$ cat src/rtl/shmem_pkg.sv
package shmem_pkg;
  localparam int NPLANE = 4;

  typedef enum logic [1:0] {
    ACC_READ  = 2'd0,
    ACC_WRITE = 2'd1,
    ACC_FETCH = 2'd2,
    ACC_RSVD  = 2'd3
  } acc_kind_e;

  typedef enum logic [1:0] {
    PL_OWNER = 2'd0,
    PL_DMAWD = 2'd1,
    PL_CPUWD = 2'd2,
    PL_XDIS  = 2'd3
  } plane_e;
endpackage

$ cat src/rtl/shmem_cfg_regs.sv
module shmem_cfg_regs
  import shmem_pkg::*;
#(
  parameter int NBLK = 8
) (
  input  logic            clk,
  input  logic            rst_n,
  input  logic            wr_en,
  input  logic            wr_master,
  input  logic [1:0]      wr_sel,
  input  logic [NBLK-1:0] wr_data,
  input  logic [1:0]      rd_sel,
  output logic [NBLK-1:0] rd_data,
  output logic [NBLK-1:0] own,
  output logic [NBLK-1:0] dma_wd,
  output logic [NBLK-1:0] cpu_wd,
  output logic [NBLK-1:0] exec_dis
);
  logic [NPLANE-1:0][NBLK-1:0] plane_q;

  always_ff @(posedge clk or negedge rst_n) begin
    if (!rst_n) begin
      plane_q <= '0;
    end else if (wr_en && wr_master) begin
      for (int p = 0; p < NPLANE; p++) begin
        if (wr_sel == p[1:0]) plane_q[p] <= wr_data;
      end
    end
  end

  assign own      = plane_q[PL_OWNER];
  assign dma_wd   = plane_q[PL_DMAWD];
  assign cpu_wd   = plane_q[PL_CPUWD];
  assign exec_dis = plane_q[PL_XDIS];
  assign rd_data  = plane_q[rd_sel];


  ctl_write_ignored_chk: assert property (@(posedge clk) disable iff (!rst_n)
    (wr_en && !wr_master) |=> $stable(plane_q));


  master_write_lands_chk: assert property (@(posedge clk) disable iff (!rst_n)
    (wr_en && wr_master) |=> plane_q[$past(wr_sel)] == $past(wr_data));
endmodule

$ cat src/rtl/shmem_access_judge.sv
module shmem_access_judge
  import shmem_pkg::*;
#(
  parameter int NBLK = 8
) (
  input  logic [NBLK-1:0]         own,
  input  logic [NBLK-1:0]         dma_wd,
  input  logic [NBLK-1:0]         cpu_wd,
  input  logic [NBLK-1:0]         exec_dis,
  input  logic                    valid,
  input  logic [$clog2(NBLK)-1:0] blk,
  input  logic [1:0]              kind,
  input  logic [1:0]              init,
  output logic                    grant,
  output logic                    deny,
  output logic                    we
);
  logic is_ctl, is_dma, is_owner, allowed;

  always_comb begin
    is_ctl   = init[1];
    is_dma   = init[0];
    is_owner = (own[blk] == is_ctl);
    unique case (acc_kind_e'(kind))
      ACC_READ:  allowed = 1'b1;
      ACC_WRITE: allowed = is_owner && !(is_dma ? dma_wd[blk] : cpu_wd[blk]);
      ACC_FETCH: allowed = is_owner && !is_dma && !exec_dis[blk];
      default:   allowed = 1'b0;
    endcase
  end

  assign grant = valid && allowed;
  assign deny  = valid && !allowed;
  assign we    = grant && (kind == ACC_WRITE);
endmodule

$ cat src/rtl/shmem_access_guard.sv
module shmem_access_guard
  import shmem_pkg::*;
#(
  parameter int NBLK = 8
) (
  input  logic                    clk,
  input  logic                    rst_n,
  input  logic                    cfg_wr_en,
  input  logic                    cfg_wr_master,
  input  logic [1:0]              cfg_wr_sel,
  input  logic [NBLK-1:0]         cfg_wr_data,
  input  logic [1:0]              cfg_rd_sel,
  output logic [NBLK-1:0]         cfg_rd_data,
  input  logic                    req_valid,
  input  logic [$clog2(NBLK)-1:0] req_blk,
  input  logic [1:0]              req_kind,
  input  logic [1:0]              req_init,
  output logic                    req_grant,
  output logic                    req_deny,
  output logic                    ram_we,
  output logic                    viol_valid,
  output logic [$clog2(NBLK)-1:0] viol_blk,
  output logic [1:0]              viol_init
);
  localparam int BW = $clog2(NBLK);

  logic [NBLK-1:0] own, dma_wd, cpu_wd, exec_dis;

  shmem_cfg_regs #(.NBLK(NBLK)) u_cfg (
    .clk(clk), .rst_n(rst_n),
    .wr_en(cfg_wr_en), .wr_master(cfg_wr_master),
    .wr_sel(cfg_wr_sel), .wr_data(cfg_wr_data),
    .rd_sel(cfg_rd_sel), .rd_data(cfg_rd_data),
    .own(own), .dma_wd(dma_wd), .cpu_wd(cpu_wd), .exec_dis(exec_dis)
  );

  shmem_access_judge #(.NBLK(NBLK)) u_judge (
    .own(own), .dma_wd(dma_wd), .cpu_wd(cpu_wd), .exec_dis(exec_dis),
    .valid(req_valid), .blk(req_blk), .kind(req_kind), .init(req_init),
    .grant(req_grant), .deny(req_deny), .we(ram_we)
  );

  logic          viol_q;
  logic [BW-1:0] vblk_q;
  logic [1:0]    vinit_q;

  always_ff @(posedge clk or negedge rst_n) begin
    if (!rst_n) begin
      viol_q  <= 1'b0;
      vblk_q  <= '0;
      vinit_q <= '0;
    end else begin
      viol_q <= req_deny;
      if (req_deny) begin
        vblk_q  <= req_blk;
        vinit_q <= req_init;
      end
    end
  end

  assign viol_valid = viol_q;
  assign viol_blk   = vblk_q;
  assign viol_init  = vinit_q;


  viol_follows_deny_chk: assert property (@(posedge clk) disable iff (!rst_n)
    req_deny |=> (viol_valid && viol_blk == $past(req_blk) && viol_init == $past(req_init)));


  nonowner_no_we_chk: assert property (@(posedge clk) disable iff (!rst_n)
    (req_valid && req_kind == ACC_WRITE && own[req_blk] != req_init[1]) |-> !ram_we);


  dma_fetch_denied_chk: assert property (@(posedge clk) disable iff (!rst_n)
    (req_valid && req_init[0] && req_kind == ACC_FETCH) |-> (req_deny && !req_grant));


  read_granted_chk: assert property (@(posedge clk) disable iff (!rst_n)
    (req_valid && req_kind == ACC_READ) |-> (req_grant && !ram_we));
endmodule

$ cat config.mk
export PLATFORM = sky130hd
export DESIGN_NAME = shmem_access_guard
export DESIGN_NICKNAME = d
export VERILOG_FILES = /design/src/rtl/shmem_pkg.sv /design/src/rtl/shmem_cfg_regs.sv /design/src/rtl/shmem_access_judge.sv /design/src/rtl/shmem_access_guard.sv
export SDC_FILE = /design/constraint.sdc
export NUM_CORES = 1
export LEC_CHECK = 0
export ABC_AREA = 1
export BUFFER_PORTS_ARGS = -buffer_cell sky130_fd_sc_hd__buf_4
export CAP_MARGIN = 40
export CORE_MARGIN = 2
export CORE_UTILIZATION = 39
export CTS_BUF_LIST = sky130_fd_sc_hd__clkbuf_4 sky130_fd_sc_hd__clkbuf_8
export CTS_CLUSTER_DIAMETER = 80
export DETAILED_ROUTE_END_ITERATION = 10
export GPL_TIMING_DRIVEN = 0
export SLEW_MARGIN = 20
export SYNTH_ARGS = -nofsm -noshare
export SYNTH_HDL_FRONTEND = slang
export SYNTH_SLANG_ARGS = --single-unit
$ cat constraint.sdc
create_clock -name clk -period 1.7 [get_ports clk]
set_input_delay 0.34 -clock clk [delete_from_list [all_inputs] [get_ports clk]]
set_output_delay 0.34 -clock clk [all_outputs]
set_load 0.01 [all_outputs]
# == Yosys cells after proc, flatten, opt, wreduce, memory -nomap -nowiden ==
# Index checks and enable logic that the tools add are counted.
# word_totals
regBits,38
inputBits,24
out_inout_bits,17
wordCells,44
# classes
n_mux,12
n_eq_ne,6
n_reduce_logical,17
order_cmp,2
# ops
op,count
$bmux 8 s2,1
$bmux 1 s3,4
$mux 8,1
$reduce_and 2->1,4
$logic_and 1x1->1,7
$eq 2x2->1 const B,3
$mux 1,5
$eq 2x1->1 const B,2
$logic_not 1->1,4
$logic_not 2->1,2
$lt 3x4->1 const B,1
$lt 2x3->1 const B,1
$pmux 1 s3,1
$eq 1x1->1,1

# == Longest topological paths before layout ==
# depth
depth_word,8
depth_mapped,15

# == By module ==
# From an unflattened synthesis, not the netlist that was laid out.
# hier_totals
cells_unflattened,370
hier_area_um2,2411.1
# by_module_without_submodules
mod,cells_each,n_inst,area_each_um2,seq_area_each_um2
shmem_cfg_regs,238,1,1687.9,800.8
shmem_access_judge,110,1,513.0,0.0
shmem_access_guard,22,1,210.2,150.1

# == Worst setup path before layout ==
# OpenSTA, ideal clock, no wires.
# synth_timing
kind,input-to-output
from,input port req_blk[1]
to,output port req_grant
arrival_time_ps,1346
path_slack_ps,14
path_stages,9
n_path_buf,1
t_required_ps,1360
path_cell_list,buf_2 inv_4 nand3_1 nand3_1 nand2_1 nand2_1 nand2_2 nand3_2 a21oi_1
# synth_via
elab_chain_len,7
elab_cells_between_ends,17
cone_classes,1 x eq/ne; 10 x mux; 6 x reduce/logical
# synth_lines
item,line,text
start: declaration,shmem_access_guard.sv:15,"input logic [$clog2(NBLK)-1:0] req_blk,"
"$bmux 1 s3, on equally long branches","shmem_access_judge.sv:23, shmem_access_judge.sv:26",
"$mux 1, on equally long branches","shmem_access_judge.sv:23, shmem_access_judge.sv:26",
$eq 1x1->1 / $mux 1 (equally long branches),"shmem_access_judge.sv:23, shmem_access_judge.sv:26",
$logic_and 1x1->1 / $logic_not 1->1 (equally long branches),"shmem_access_judge.sv:27, shmem_access_judge.sv:26",
"$logic_and 1x1->1, on equally long branches","shmem_access_judge.sv:27, shmem_access_judge.sv:26",
$pmux 1 s3 *,shmem_access_judge.sv:24,unique case (acc_kind_e'(kind))
$logic_and 1x1->1 *,shmem_access_judge.sv:32,assign grant = valid && allowed;
end: declaration,shmem_access_guard.sv:18,"output logic req_grant,"
# Mark *: on every way between the ends. The rest lies on a longest branch, timed or not. The select of a mux whose other input is x is not followed.

# == Worst setup path in the final report ==
# layout_timing
from,"register u_cfg.plane_q, in the netlist u_cfg.own[3]"
to,output port ram_we
# layout_via
elab_chain_len,8
elab_cells_between_ends,9
cone_classes,1 x eq/ne; 3 x mux; 5 x reduce/logical
# layout_lines
item,line,text
start: declaration,shmem_cfg_regs.sv:19,logic [NPLANE-1:0][NBLK-1:0] plane_q;
start signal: indexed assignment,shmem_cfg_regs.sv:26,if (wr_sel == p[1:0]) plane_q[p] <= wr_data;
$bmux 1 s3 *,shmem_access_judge.sv:23,is_owner = (own[blk] == is_ctl);
$mux 1 (not written as such) *,shmem_access_judge.sv:23,
$eq 1x1->1 *,shmem_access_judge.sv:23,
$logic_and 1x1->1 (2 in series),shmem_access_judge.sv:27,ACC_FETCH: allowed = is_owner && !is_dma && !exec_dis[blk];
$pmux 1 s3 *,shmem_access_judge.sv:24,
$logic_and 1x1->1 *,shmem_access_judge.sv:32,
$logic_and 1x1->1 *,shmem_access_judge.sv:34,assign we = grant && (kind == ACC_WRITE);
end: declaration,shmem_access_guard.sv:20,"output logic ram_we,"
# Marked as above.

==> summary.md <==
| Metric | Value |
|---|---|
| Setup CP Type | flop to output port |
| FF+latch area | approximately 950 µm² |
| Gr ovfl total | 0 |
| First-pass GRT wire length | 9770 µm |
| Startpoint types | flop |
| Reg2reg start | u_cfg.own[3]$_DFFE_PN0P_ |
| Post-Layout Cell Count | around 430 |
| Met3 routed WL | 343 µm |
| DP Worst Slack | -0.293 ns |
| Site Rows | 26 |
| Final setup TNS | -0.983 ns |
| Initial antenna violation count | 0 |
| Mux contribution to synthesized area | 0% |
| Highest metal layer with signal wires | met4 |
| Flop2flop setup slack | 0.06 ns |
| Met2 routed WL | 2760 µm |
| Fin. max-slew vios | 0 |
| Synth area leader | dfrtp_1 |
| Die Y-Extent | 78.1 µm |
| Pre-antenna DRT Iters | 5 |
| Final min period | between 2 and 2.5 ns |
| #FFs+latches synth | 38 |
| Pin count of the biggest net entering global routing | 39 |
| Synth Area in XOR/XNOR | 0% |
| GR Util All Layers | 20.3% |
| Compound-Gate Fraction of Synth Area | ~17% |
| Drt via density | 5.06 |
| Multi-input gate area | between 900 and 1000 µm² |
| Mapped Area | 2140 µm² |
| Syn avg cell area | a little over 7 µm² |
| Post-synth cell types | 21 |
| Simple-Gate Fraction of Synth Area | a little over a quarter |
| Pwr/cell area | 939 nW/µm² |
| Worst-path clk slew | 0.08 ns |
| Initial DRC count | approximately 170 |
| I/O Buffers | 37 |
| Die width | 78.1 µm |
| Clock Tree Buf Depth | 2 |
| Post-route ant nets | 0 |
| Syn Inst Count | around 300 |
| # DRC | 0 |
| Largest family of logic cells by synthesized area | simple AND/OR/NAND/NOR gates |
| Clock sink count | 38 |
| CTS Root Cell | clkbuf_8 |
| Critical path endpoint category | output port |
| Pleak | 1.47 nW |
| Commonest non-fill, non-tap cell in the layout | nand2_1 |
| RR Endpoint | viol_blk[0]$_DFFE_PN0P_ |
| H-tree levels | 2 |
| Req. time, crit path | between 1 and 1.5 ns |
| N_diodes | 0 |
| Total power | 2.61 mW |
| Worst vdd ir | 456 µV |
| Total number of vias | 2155 |
| Crit path to | ram_we |
| Core area | about 5200 µm² |
| Critical path fanouts, max | 6 |
| Final nets | 379 |
| Max Clock Skew | 0.00411 ns |
| CP startpoint | u_cfg.own[3]$_DFFE_PN0P_ |
| Final Hold Viols | 0 |
| Crit path DAT | 1.71 ns |
| Later-pin clock latency in the skew report | just under 0.3 ns |
| Max-cap viol count | 0 |
| WL/cell | ~14 µm |
| Slew @ Worst Pin | 0.548 ns |
| RD Place Congestion | 0.839 |
| Layout area overhead | 29.9% |
| R2R depth | 14 |
| Slew HR | between 60% and 70% |
| Vias in the first global route | between 1.5k and 2k |
| Hold-fix buffers, CTS | 0 |
| Syn nets | 320 |
| Hold WC Path Type | input port to async pin |
| Area contributors post-synth | dfrtp_1 (44%), nand2_1 (15%), o21ai_0 (9.4%) |
| Layout cells sized above 1 | 26.7% |
| TritonCTS Buffers | 5 |
| I/O pin count | roughly 40 |
| Setup WS post-layout | -0.345 ns |
| Failing checks | negative setup slack |
| Dpl hpwl | 4260 µm |
| Yosys top cell area share | 44.4% |
| Sequential area share after synthesis | 44.4% |
| Cell count after placement | 404 |
| Number of synthesis warnings | 0 |
| Die area | around 6100 µm² |
| Routed WL | 6150 µm |
| RSZ-0062 raised after global routing | yes |
| Commonest cells after routing, fill and taps aside | nand2_1 (80), buf_4 (52), inv_1 (44) |
| Fin crit share | 120% |
| WL met1 | 2980 µm |
| Status | finished with violations |
| Starting Density | 41.1% |
| Adder-cell area share of the yosys netlist | 0% |
| Number of fillers in the final layout | 534 |
| Dpl cell area | 2510 µm² |
| Design Area, Final | roughly 2800 µm² |
| CTS tree | done |
| Final count of negative-setup-slack endpoints | 3 |
| F_max | 489 MHz |
## stage by stage
step | hold slack (ns) | utilization, %
6_report | 0.0156 | 53.4
5_1_grt | 0.0397 | 53.4
4_1_cts | 0.0287 | 51.3
2_1_floorplan | 0.0444 | -
3_3_place_gp | 0.340 | 48.1
3_5_place_dp | 0.344 | 48.3
## how the worst min path moves through the flow
stage                      from                            end  slack, ns  cells after the start
after floorplan           rst_n    u_cfg.cpu_wd[0]$_DFFE_PN0P_       0.04                      0
after global placement    rst_n  u_cfg.exec_dis[2]$_DFFE_PN0P_       0.34                      1
after detailed placement  rst_n  u_cfg.exec_dis[0]$_DFFE_PN0P_       0.34                      1
after CTS                 rst_n    u_cfg.dma_wd[2]$_DFFE_PN0P_       0.03                      1
after global routing      rst_n  u_cfg.exec_dis[0]$_DFFE_PN0P_       0.04                      1
final                     rst_n       u_cfg.own[0]$_DFFE_PN0P_       0.02                      1
## sequential cells by signal, summed over array words and instances (netlist names)
register        count
u_cfg.own           8
viol_valid          1
viol_blk            3
u_cfg.exec_dis      8
u_cfg.dma_wd        8
viol_init           2
u_cfg.cpu_wd        8
## layout make-up
type                       instances  share of cell area (%)
clock inverter                     1                   0.180
inverter                          49                    6.71
timing repair buffer              52                    14.6
clock buffer                       7                    3.24
buffer                            13                    3.02
multi-input combinational        196                    34.9
sequential                        38                    34.2
tap                               70                    3.15
## cells by family after synthesis
group | Yosys count
simple gates | 126
compound gates | 70
flops | 38
buf+inv | 62
## cell usage after synthesis
cell,n
nor2_1,4
buf_6,2
nor3_2,1
nand3_2,3
nand3_1,21
nand2_4,1
inv_2,1
nand3_4,1
clkbuf_1,6
o21ai_0,40
buf_4,1
o211ai_1,3
inv_1,47
a21oi_1,27
nand2_2,5
nand4_1,5
nand2_1,84
inv_4,1
nor3_1,1
buf_2,4
dfrtp_1,38
## per-layer routing
metal / vias to the layer above / GRT usage (%)
li1: 1066 / -
met3: 9 / 3.68
met1: 1005 / 29.3
met5: - / 0
met2: 75 / 31.1
met4: 0 / 5.79
## worst max-delay path: stages (launching register included)
cell and delay [ns]:
dfrtp_1 0.39, inv_1 0.07, nand2_2 0.05, nand3_1 0.09
nand3_2 0.08, nand2_1 0.07, nand2_1 0.06, nand2_2 0.09
nand2_2 0.05, nand2_2 0.08, nand2_4 0.09, nand2_2 0.08
nand3_2 0.07, inv_2 0.06, buf_6 0.09
## report_power, final
part | switching, mW | leakage (nW) | internal (mW)
registers | 0.114 | 0.470 | 1.07
logic | 0.415 | 0.944 | 0.344
clock network | 0.323 | 0.0517 | 0.343
total | 0.852 | 1.47 | 1.76
## what timing repair did
action	CTS	global route
pin swaps	3	11
setup buffers	6	8
resized for setup	8	18
endpoints found under the setup margin	11	9
Power figures use the tool's default switching activity.
